==> config.mk <==
export PLATFORM = sky130hd
export DESIGN_NAME = rx_vc_tracker
export DESIGN_NICKNAME = d
export VERILOG_FILES = /design/src/rtl/rxvc_pkg.sv /design/src/rtl/rxvc_chan_table.sv /design/src/rtl/rxvc_counters.sv /design/src/rtl/rxvc_dist_stats.sv /design/src/rtl/rx_vc_tracker.sv
export SDC_FILE = /design/constraint.sdc
export NUM_CORES = 1
export LEC_CHECK = 0
export BUFFER_PORTS_ARGS = -buffer_cell sky130_fd_sc_hd__buf_2
export CAP_MARGIN = 40
export CORE_AREA = 2 2 269 271
export CTS_CLUSTER_SIZE = 28
export DETAILED_ROUTE_END_ITERATION = 8
export DIE_AREA = 0 0 271 273
export MAX_ROUTING_LAYER = met4
export PLACE_DENSITY_LB_ADDON = 0.3
export SKIP_CTS_REPAIR_TIMING = 1
export SLEW_MARGIN = 20
export SYNTH_ARGS = -nofsm -noshare
export SYNTH_HDL_FRONTEND = slang
export SYNTH_SLANG_ARGS = --single-unit
==> constraint.sdc <==
create_clock -name clk -period 12.5 [get_ports clk]
set_clock_uncertainty 0.15 [all_clocks]
set_input_delay 0.625 -clock clk [delete_from_list [all_inputs] [get_ports clk]]
set_output_delay 0.625 -clock clk [all_outputs]
set_load 0.02 [all_outputs]
==> src/rtl/rxvc_pkg.sv <==
package rxvc_pkg;
  localparam int FIELD_W = 16;
  typedef logic [FIELD_W-1:0] cnt_t;
  localparam cnt_t CNT_MAX   = {FIELD_W{1'b1}};
  localparam cnt_t HEAD_NONE = {FIELD_W{1'b1}};

  // one-step saturating counter update: +1, -1 or hold
  function automatic cnt_t sat_step(input cnt_t c, input logic up, input logic dn);
    cnt_t r;
    r = c;
    if (up && !dn && c != CNT_MAX)
      r = c + 1'b1;
    else if (dn && !up && c != '0)
      r = c - 1'b1;
    return r;
  endfunction
endpackage

==> src/rtl/rxvc_chan_table.sv <==
module rxvc_chan_table import rxvc_pkg::*; #(
  parameter int NCH   = 8,
  parameter int LEN_W = 20,
  localparam int CH_W = (NCH > 1) ? $clog2(NCH) : 1
) (
  input  logic             clk,
  input  logic             rst_n,
  input  logic             desc_wr,
  input  logic [CH_W-1:0]  desc_ch,
  input  logic             map_v,
  input  logic [CH_W-1:0]  map_ch,
  input  logic             done_v,
  input  logic [CH_W-1:0]  done_ch,
  input  logic             done_full,
  input  logic [LEN_W-1:0] done_len,
  input  logic             head_v,
  input  logic [CH_W-1:0]  head_ch,
  output logic             done_off_zero,
  output cnt_t             head_field
);
  logic [NCH-1:0][LEN_W-1:0] off_q, off_nxt;
  logic [NCH-1:0]            busy_q, busy_nxt, mapped_q, mapped_nxt;
  logic                      head_v_q;
  logic [CH_W-1:0]           head_ch_q;
  logic [LEN_W-1:0]          adv_len;
  logic                      head_blocked;

  for (genvar g = 0; g < NCH; g++) begin : g_ch
    logic map_hit, done_hit, desc_hit;
    assign map_hit  = map_v   && (map_ch  == CH_W'(g));
    assign done_hit = done_v  && (done_ch == CH_W'(g));
    assign desc_hit = desc_wr && (desc_ch == CH_W'(g));
    assign off_nxt[g] = map_hit  ? '0 :
                        done_hit ? (done_full ? '0 : off_q[g] + done_len) :
                        off_q[g];
    assign busy_nxt[g]   = desc_hit ? 1'b1 : (done_hit ? 1'b0 : busy_q[g]);
    assign mapped_nxt[g] = map_hit ? 1'b1 : ((done_hit && done_full) ? 1'b0 : mapped_q[g]);
  end

  always_ff @(posedge clk) begin
    if (!rst_n) begin
      off_q     <= '0;
      busy_q    <= '0;
      mapped_q  <= '0;
      head_v_q  <= 1'b0;
      head_ch_q <= '0;
    end else begin
      off_q     <= off_nxt;
      busy_q    <= busy_nxt;
      mapped_q  <= mapped_nxt;
      head_v_q  <= head_v;
      head_ch_q <= head_ch;
    end
  end

  assign adv_len       = off_q[done_ch] + done_len;
  assign done_off_zero = (off_q[done_ch] == '0);
  assign head_blocked  = head_v_q && (off_q[head_ch_q] != '0);
  assign head_field    = head_blocked ? FIELD_W'(head_ch_q) : HEAD_NONE;

  // input legality the other checks rely on
  p_done_on_busy_r2: assert property (@(posedge clk) disable iff (!rst_n)
    done_v |-> (busy_q[done_ch] && mapped_q[done_ch]));
  p_map_free_r3: assert property (@(posedge clk) disable iff (!rst_n)
    map_v |-> !mapped_q[map_ch]);
  p_map_zero_off_r3: assert property (@(posedge clk) disable iff (!rst_n)
    map_v |=> off_q[$past(map_ch)] == '0);
  p_full_zero_off_r4: assert property (@(posedge clk) disable iff (!rst_n)
    (done_v && done_full) |=> off_q[$past(done_ch)] == '0);
  p_partial_adv_r5: assert property (@(posedge clk) disable iff (!rst_n)
    (done_v && !done_full) |=> off_q[$past(done_ch)] == $past(adv_len));
endmodule

==> src/rtl/rxvc_counters.sv <==
module rxvc_counters import rxvc_pkg::*; (
  input  logic clk,
  input  logic rst_n,
  input  logic desc_wr,
  input  logic map_v,
  input  logic done_v,
  input  logic done_full,
  input  logic done_off_zero,
  output cnt_t busy_o,
  output cnt_t mapped_o,
  output cnt_t dirty_o
);
  cnt_t busy_q, mapped_q, dirty_q;
  logic dirty_up, dirty_dn, mapped_dn;

  // named events: first partial copy makes a channel dirty, a full copy of
  // a dirty channel cleans it
  assign dirty_up  = done_v && !done_full && done_off_zero;
  assign dirty_dn  = done_v && done_full && !done_off_zero;
  assign mapped_dn = done_v && done_full;

  always_ff @(posedge clk) begin
    if (!rst_n) begin
      busy_q   <= '0;
      mapped_q <= '0;
      dirty_q  <= '0;
    end else begin
      busy_q   <= sat_step(busy_q, desc_wr, done_v);
      mapped_q <= sat_step(mapped_q, map_v, mapped_dn);
      dirty_q  <= sat_step(dirty_q, dirty_up, dirty_dn);
    end
  end

  assign busy_o   = busy_q;
  assign mapped_o = mapped_q;
  assign dirty_o  = dirty_q;

  p_busy_up_r2: assert property (@(posedge clk) disable iff (!rst_n)
    (desc_wr && !done_v && busy_q != CNT_MAX) |=> busy_q == $past(busy_q) + 1'b1);
  p_mapped_down_r4: assert property (@(posedge clk) disable iff (!rst_n)
    (done_v && done_full && !map_v && mapped_q != '0) |=> mapped_q == $past(mapped_q) - 1'b1);
  p_dirty_hold_r5: assert property (@(posedge clk) disable iff (!rst_n)
    (done_v && !done_full && !done_off_zero) |=> $stable(dirty_q));
  p_busy_no_wrap_r10: assert property (@(posedge clk) disable iff (!rst_n)
    (busy_q == CNT_MAX) |=> busy_q != '0);
endmodule

==> src/rtl/rxvc_dist_stats.sv <==
module rxvc_dist_stats #(
  parameter int DIST_W = 16,
  parameter int TOT_W  = 32
) (
  input  logic              clk,
  input  logic              rst_n,
  input  logic              sched_v,
  input  logic [DIST_W-1:0] sched_dist,
  input  logic              stat_clr,
  output logic [TOT_W-1:0]  total_o,
  output logic [TOT_W-1:0]  samples_o,
  output logic [DIST_W-1:0] max_o
);
  localparam logic [TOT_W-1:0] TOT_MAX = {TOT_W{1'b1}};
  localparam logic [TOT_W-1:0] TOT_ONE = {{(TOT_W-1){1'b0}}, 1'b1};

  function automatic logic [TOT_W-1:0] sat_add(input logic [TOT_W-1:0] a,
                                               input logic [TOT_W-1:0] b);
    logic [TOT_W:0] s;
    s = {1'b0, a} + {1'b0, b};
    return s[TOT_W] ? TOT_MAX : s[TOT_W-1:0];
  endfunction

  logic [TOT_W-1:0]  total_q, samples_q;
  logic [DIST_W-1:0] max_q;
  logic              new_peak;

  assign new_peak = sched_v && (stat_clr || sched_dist > max_q);

  always_ff @(posedge clk) begin
    if (!rst_n) begin
      total_q   <= '0;
      samples_q <= '0;
      max_q     <= '0;
    end else begin
      if (sched_v) begin
        total_q   <= sat_add(total_q, TOT_W'(sched_dist));
        samples_q <= sat_add(samples_q, TOT_ONE);
      end
      if (new_peak)      max_q <= sched_dist;
      else if (stat_clr) max_q <= '0;
    end
  end

  assign total_o   = total_q;
  assign samples_o = samples_q;
  assign max_o     = max_q;

  p_samples_step_r8: assert property (@(posedge clk) disable iff (!rst_n)
    (sched_v && samples_q != TOT_MAX) |=> samples_q == $past(samples_q) + TOT_ONE);
  p_max_covers_r8: assert property (@(posedge clk) disable iff (!rst_n)
    sched_v |=> max_q >= $past(sched_dist));
  p_clear_max_r9: assert property (@(posedge clk) disable iff (!rst_n)
    (stat_clr && !sched_v) |=> max_q == '0);
endmodule

==> src/rtl/rx_vc_tracker.sv <==
module rx_vc_tracker import rxvc_pkg::*; #(
  parameter int NCH    = 8,
  parameter int LEN_W  = 20,
  parameter int DIST_W = 16,
  parameter int TOT_W  = 32,
  localparam int CH_W  = (NCH > 1) ? $clog2(NCH) : 1
) (
  input  logic              clk,
  input  logic              rst_n,
  input  logic              desc_wr_i,
  input  logic [CH_W-1:0]   desc_ch_i,
  input  logic              map_i,
  input  logic [CH_W-1:0]   map_ch_i,
  input  logic              done_i,
  input  logic [CH_W-1:0]   done_ch_i,
  input  logic              done_full_i,
  input  logic [LEN_W-1:0]  done_len_i,
  input  logic              head_vld_i,
  input  logic [CH_W-1:0]   head_ch_i,
  input  logic              sched_i,
  input  logic [DIST_W-1:0] sched_dist_i,
  input  logic              stat_clr_i,
  output logic [63:0]       status_o,
  output logic [TOT_W-1:0]  dist_total_o,
  output logic [TOT_W-1:0]  dist_samples_o,
  output logic [DIST_W-1:0] dist_max_o
);
  logic done_off_zero;
  cnt_t head_field, busy_cnt, mapped_cnt, dirty_cnt;

  rxvc_chan_table #(.NCH(NCH), .LEN_W(LEN_W)) u_table (
    .clk(clk), .rst_n(rst_n),
    .desc_wr(desc_wr_i), .desc_ch(desc_ch_i),
    .map_v(map_i), .map_ch(map_ch_i),
    .done_v(done_i), .done_ch(done_ch_i), .done_full(done_full_i), .done_len(done_len_i),
    .head_v(head_vld_i), .head_ch(head_ch_i),
    .done_off_zero(done_off_zero), .head_field(head_field)
  );

  rxvc_counters u_counters (
    .clk(clk), .rst_n(rst_n),
    .desc_wr(desc_wr_i), .map_v(map_i), .done_v(done_i), .done_full(done_full_i),
    .done_off_zero(done_off_zero),
    .busy_o(busy_cnt), .mapped_o(mapped_cnt), .dirty_o(dirty_cnt)
  );

  rxvc_dist_stats #(.DIST_W(DIST_W), .TOT_W(TOT_W)) u_stats (
    .clk(clk), .rst_n(rst_n),
    .sched_v(sched_i), .sched_dist(sched_dist_i), .stat_clr(stat_clr_i),
    .total_o(dist_total_o), .samples_o(dist_samples_o), .max_o(dist_max_o)
  );

  assign status_o = {dirty_cnt, mapped_cnt, busy_cnt, head_field};

  // a channel can only block the head while it is counted as dirty
  p_head_dirty_r7: assert property (@(posedge clk) disable iff (!rst_n)
    (status_o[15:0] != HEAD_NONE) |-> (status_o[63:48] != '0));
endmodule

==> results of run 1 <==
[through the flow]
step	setup slack [ns]	std cells
2_1_floorplan	7.67	2595
3_3_place_gp	7.31	3665
3_5_place_dp	7.28	3678
4_1_cts	7.25	3755
5_1_grt	6.92	3755
6_report	7.29	3755
[layer usage]
| metal | global-route usage [%] | share of wire [%] | wire [um] | vias up |
|---|---|---|---|---|
| li1 | - | - | - | 9960 |
| met2 | 27.2 | 45 | 28200 | 398 |
| met4 | 4.75 | 2.5 | 1590 | 0 |
| met5 | - | 0 | 0 | - |
| met3 | 2.90 | 5.2 | 3300 | 105 |
| met1 | 22.1 | 47 | 29900 | 9162 |
[registers in the layout (all words and copies together), names as in the netlist]
name                 cells
u_table.head_v_q         1
u_counters.mapped_o     16
u_counters.busy_o       16
u_table.head_ch_q        3
u_stats.max_o           16
u_stats.samples_o       32
u_table.off_q          160
u_stats.total_o         32
u_counters.dirty_o      16
[layout make-up]
class	count	share of cell area, %
well taps	950	4.82
clock inverters	23	1.24
repair buffers	230	5.24
flip-flops and latches	292	23.7
multi-input cells	2147	59.4
inverters	59	0.907
clock buffers	54	4.76
[worst paths after layout]
path | from | slack, ns | end | depth (start not counted)
worst max-delay path | u_table.off_q[74] | 7.29 | u_counters.dirty_o[14] | 17
worst max register to register | u_table.off_q[74] | 7.29 | u_counters.dirty_o[14] | 17
worst min register to register | u_table.off_q[32] | 0.33 | u_table.off_q[32] | 2
worst min-delay path | head_ch_i[0] | 0.13 | u_table.head_ch_q[0] | 2
[cells in the final DEF, fill, tap and decap left out, drive strengths merged, types with 16 or more instances in the layout]
| master | count |
|---|---|
| dfxtp | 292 |
| and3 | 28 |
| buf | 230 |
| a22oi | 85 |
| a21o | 61 |
| nand3 | 61 |
| o21a | 29 |
| ha | 228 |
| o31ai | 16 |
| or3 | 33 |
| nand2 | 190 |
| nand2b | 28 |
| o21ai | 106 |
| nor2 | 286 |
| nand4 | 30 |
| xnor2 | 126 |
| nor3b | 20 |
| nor4 | 68 |
| nor3 | 64 |
| a21oi | 267 |
| xor2 | 71 |
| inv | 61 |
| or2 | 19 |
| clkbuf | 54 |
| a31oi | 29 |
| a211oi | 35 |
| mux2i | 61 |
| nor2b | 30 |
[cells in the mapped netlist (9+ instances only)]
cell      number  area (um2)
or2_2         16         100
mux2i_1       61         611
and4_1         9        78.8
a22o_1        15         131
o21a_1        29         218
and2_1        13        81.3
a21o_1        61         458
nor3b_1       20         150
a22oi_1       85         638
a32oi_1        9        78.8
fa_1          12         240
nand3b_1      11        82.6
xnor2_1      126        1100
nor4_1        68         425
buf_4         12        90.1
o211ai_1      13        97.6
a31oi_1       29         181
clkbuf_1      78         293
nand3_1       61         305
o21ai_0      100         500
inv_1         59         221
a211oi_1      33         248
ha_1         228        2850
o21bai_1      15         113
nor2b_1       30         188
dfxtp_1      292        5850
or3_1         33         206
nand4_1       30         188
a21oi_1      267        1340
nand2_1      190         713
and3_1        28         175
nor3_1        64         320
nor2_1       284        1070
xor2_1        71         622
nand2b_1      28         175
o31ai_1       16         120
[logic make-up (layout without fill, tap and decap cells)]
family,after synthesis,in the layout
AND/OR/NAND/NOR,902,902
multiplexers,62,62
AO/OA/AOI/OAI,746,746
buffers and inverters,156,366
flip-flops,292,292
XOR/XNOR,197,197
adder cells (fa/ha/maj),240,240
[power breakdown]
group	switching (uW)	internal, uW
clock network	493	775
logic	570	416
registers	88.9	994
total	1150	2190
==> summary.md, run 1 <==
| Metric | Value |
|---|---|
| Row Count | 98 |
| Slew headroom | 42.6% |
| Vias per cell | 5.23 |
| Crit-path max cell delay | between 0.5 and 0.6 ns |
| # IOs | 201 |
| # fillers | 7449 |
| Family with the most delay on the worst path | compound AO/OA/AOI/OAI gates |
| Layout cells sized above 1 | 12.0% |
| Final instance area | 0.0247 mm2 |
| Max IR drop VDD | 0.114 mV |
| Post-Synth XOR/XNOR Area | 8.16% |
| Synth Register Bits | just under 300 |
| Hold WS | 0.125 ns |
| Max-slew violations | 0 |
| Max Root-Sink Buffers | 3 |
| Routed WL | 63000 um |
| Pin count of the biggest net entering global routing | 64 |
| Arrival @ worst endpoint | 5.55 ns |
| Cell area after synthesis | 0.0211 mm2 |
| Htree depth | 2 |
| Antenna Cells | 0 |
| CTS Root Buffer Type | clkbuf_16 |
| HP Class | in -> reg |
| Mapped Cells | about 2600 |
| Setup_tns | 0 ns |
| Pwr Total | 3340 uW |
| Crit path max-delay cell type | mux4_2 |
| Post-DP Area | approximately 0.023 mm2 |
| Post-synth EDFFs | 0 |
| Register area share after synthesis | between 20 and 30% |
| Critical Path RT | 12.84 ns |
| Endpoints failing setup | 0 |
| Synth Area in Compound Gates | 22.7% |
| Max Cap Violations | 0 |
| Worst-path clk slew | 0.06 ns |
| CP max FO | 15 |
| Final period util | 41.7% |
| Post-route DRC violation count | 0 |
| Buffers & Inverters on Critical Path | 1 |
| Pwr/cell area | 135 mW/mm2 |
| Initial core utilization | 29.8% |
| Die width | 271 um |
| Asr flop ratio synth | 0% |
| I/O Buffers | approximately 200 |
| RSZ-0062 raised after global routing | false |
| CTS tree | yes |
| Drt first pass iters | 5 |
| Main combinational cell family by area after synthesis | compound AO/OA/AOI/OAI gates |
| Post-Syn Area per Cell | between 8 and 9 um2 |
| Clock latency on the worst-skew pair | 0.59 ns |
| Top FF cell, synth | dfxtp_1 |
| Initial antenna violation count | 2 |
| Crit-path cells | nor4_1, and3_1, nand3_1, mux4_2, a32oi_2, and4bb_4, inv_1, ha_1, nor2b_1, o31a_1, o31a_1, o21ai_0, a31oi_1, o21ai_0, and3_1, o21ai_1, a21oi_1 |
| Post-Synth Adder-Cell Area | 14.6% |
| Worst slew pin tran | 0.853 ns |
| Syn-to-layout area delta | 16.8% |
| All-Layer GR Usage | 17.1% |
| Routability cong. | 0.848 |
| Multi-input gate area | approximately 0.015 mm2 |
| Vias in the first global route | roughly 19000 |
| WL/cell | roughly 17 um |
| Outcome | finished, final reports clean |
| Via count | just under 20000 |
| Core area | approximately 0.071 mm2 |
| Post-layout min period | 5.21 ns |
| Dpl hpwl | roughly 45000 um |
| Mux cell area share after synthesis | 3.00% |
| First-pass GRT wire length | 100000 um |
| Synthesized Nets | between 2000 and 3000 |
| # nets final | ~3100 |
| Kind of critical path | reg -> reg |
| Antenna viol nets, final | 0 |
| Pleak | between 0.01 and 0.015 uW |
| Synth Area in Simple Gates | 20.8% |
| Yosys cell types | 76 |
| Die footprint | ~0.074 mm2 |
| Remaining Overflow, GRT | 0 |
| CP Capture Type | flip-flop |
| Highest Clock Rate | 0.192 GHz |
| DRT iter0 DRCs | 1079 |
| Die height | about 270 um |
| Final hold viol count | 0 |
| Register area | between 0.005 and 0.006 mm2 |
| Final core utilization | 34.8% |
| Yosys warns | 0 |
| Clk sink count | 292 |
| CTS Buf Count | 42 |
| Worst setup SP type | flip-flop |
No activity file was read; power rests on OpenSTA's default activity.
==> run 2, diff against run 1 <==
==> constraint.sdc (replaced) <==
create_clock -name clk -period 5.4 [get_ports clk]
set_clock_uncertainty 0.15 [all_clocks]
set_input_delay 0.27 -clock clk [delete_from_list [all_inputs] [get_ports clk]]
set_output_delay 0.27 -clock clk [all_outputs]
set_load 0.02 [all_outputs]
==> summary.md, run 2 (synthesis results as in run 1) <==
| Metric | Value |
|---|---|
| Outcome | finished, final reports clean |
| Initial antenna violation count | 2 (unchanged) |
| Vias per cell | 5.21 (-0.33%) |
| Setup_tns | 0 ns (unchanged) |
| Vias in the first global route | 18280 (-1.9%) |
| Final period util | 90.7% (+49 points) |
| # IOs | 201 (unchanged) |
| Highest Clock Rate | 0.204 GHz (+6.4%) |
| Routability cong. | 0.864 (+1.9%) |
| Layout cells sized above 1 | 11.5% (-0.51 points) |
| Row Count | 98 (unchanged) |
| Critical Path RT | 5.73 ns (-7.11 ns) |
| Place WS | 0.562 ns (-6.72 ns) |
| Pin count of the biggest net entering global routing | 51 (-20%) |
| Max-slew violations | 0 (unchanged) |
| Htree depth | 2 (unchanged) |
| Drt first pass iters | 5 (unchanged) |
| Most common cell after layout, fill and taps aside | dfxtp_1 |
| Die footprint | 0.0740 mm2 (unchanged) |
| Post-DP Area | 0.0232 mm2 (about the same) |
| Most frequent cells in the layout | dfxtp_1 (292), nor2_1 (284), a21oi_1 (267), ha_1 (228), buf_2 (198) |
| First-pass GRT wire length | 98900 um (-1.1%) |
| Largest Register | u_table.off_q |
| Die width | 271 um (unchanged) |
| DRT iter0 DRCs | 1321 (+22%) |
| All-Layer GR Usage | 16.9% (-0.11 points) |
| I/O Buffers | 197 (unchanged) |
| CP Capture Type | flip-flop |
| Clock latency on the worst-skew pair | 0.57 ns (-0.02 ns) |
| Antenna viol nets, final | 0 (unchanged) |
| CTS tree | yes |
| Worst-path clk slew | 0.06 ns (about the same) |
| Final core utilization | 35.0% (+0.25 points) |
| Max reg flops | 160 (unchanged) |
| Syn-to-layout area delta | 17.6% |
| WL/cell | 16.8 um (-0.11%) |
| HP Class | in -> reg |
| Max Cap Violations | 0 (unchanged) |
| Initial core utilization | 29.8% (unchanged) |
| Pleak | 0.0108 uW (+0.65%) |
| CP max FO | 6 (-9) |
| Slew headroom | 47.3% (+4.6 points) |
| Max Root-Sink Buffers | 3 (unchanged) |
| Worst slew pin tran | 0.789 ns (-0.0639 ns) |
| Final hold viol count | 0 (unchanged) |
| Arrival @ worst endpoint | 5.22 ns (-0.33 ns) |
| Final WS setup | 0.505 ns (-6.79 ns) |
| Post-route DRC violation count | 0 (unchanged) |
| Post-layout min period | 4.90 ns (-0.312 ns) |
| Core area | 0.0710 mm2 (unchanged) |
| Remaining Overflow, GRT | 0 (unchanged) |
| # nets final | 3091 (+0.72%) |
| Final instance area | 0.0249 mm2 (+0.70%) |
| Endpoints failing setup | 0 (unchanged) |
| Clk sink count | 292 (unchanged) |
| Worst setup SP type | flip-flop |
| Via count | 19675 (+0.25%) |
| CTS Root Buffer Type | clkbuf_16 |
| Routed WL | 63300 um (+0.47%) |
| Kind of critical path | reg -> reg |
| RSZ-0062 raised after global routing | false |
| Pwr/cell area | 309 mW/mm2 (+130%) |
| Die height | 273 um (unchanged) |
| Max IR drop VDD | 0.251 mV (+120%) |
| # fillers | 7393 (-0.75%) |
| Dpl hpwl | 44700 um (+0.20%) |
| CTS Buf Count | 40 (-4.8%) |
[run 2: worst paths after layout]
check	cells after the start	slack, ns	startpoint	to
min	3	0.09	stat_clr_i	u_stats.max_o[10]
max	17	0.50	u_table.off_q[74]	u_counters.dirty_o[14]
max reg2reg	17	0.50	u_table.off_q[74]	u_counters.dirty_o[14]
min reg2reg	2	0.33	u_table.off_q[15]	u_table.off_q[15]
[run 2: layer usage]
layer / share of wire [%] / vias to the layer above / track usage [%]
met3: 5.9 / 77 / 3.13
met5: 0 / - / -
li1: - / 10031 / -
met2: 44 / 425 / 26.7
met4: 1.8 / 0 / 4.00
met1: 48 / 9142 / 22.4
[run 2: critical path, stage by stage, from the launching register on]
cell and delay, ns:
dfxtp_1 0.33, nor4_1 0.34, and3_1 0.24, nand3_1 0.21
mux4_2 0.56, a32oi_2 0.40, and4bb_4 0.35, inv_1 0.13
ha_1 0.34, nor2b_1 0.16, o31a_1 0.27, o31a_1 0.28
o21ai_0 0.28, a31oi_1 0.16, o21ai_0 0.22, and3_1 0.18
o21ai_1 0.07, a21oi_1 0.15
[run 2: layout make-up]
type,instances,area (um2),area share (%)
Clock inverter,9,203,0.815
Multi-Input combinational cell,2147,14700,58.9
Inverter,59,224,0.901
Sequential cell,292,5850,23.5
Timing Repair Buffer,254,1530,6.16
Antenna cell,2,5.00,0.0201
Tap cell,950,1190,4.78
Clock buffer,64,1210,4.87
[run 2: power breakdown]
part	internal [uW]	switching, uW	total (uW)
clock network	1780	1080	2860
registers	2300	210	2510
logic	975	1320	2300
total	5060	2610	7670
[run 2: stage by stage]
step	std cells	hold slack [ns]	total power (uW)
final	3777	0.0897	7670
after global routing	3775	0.0954	8140
after CTS	3751	-0.265	7750
after detailed placement	3678	0.320	4840
after global placement	3668	0.315	4830
after floorplan	2595	0.247	4220
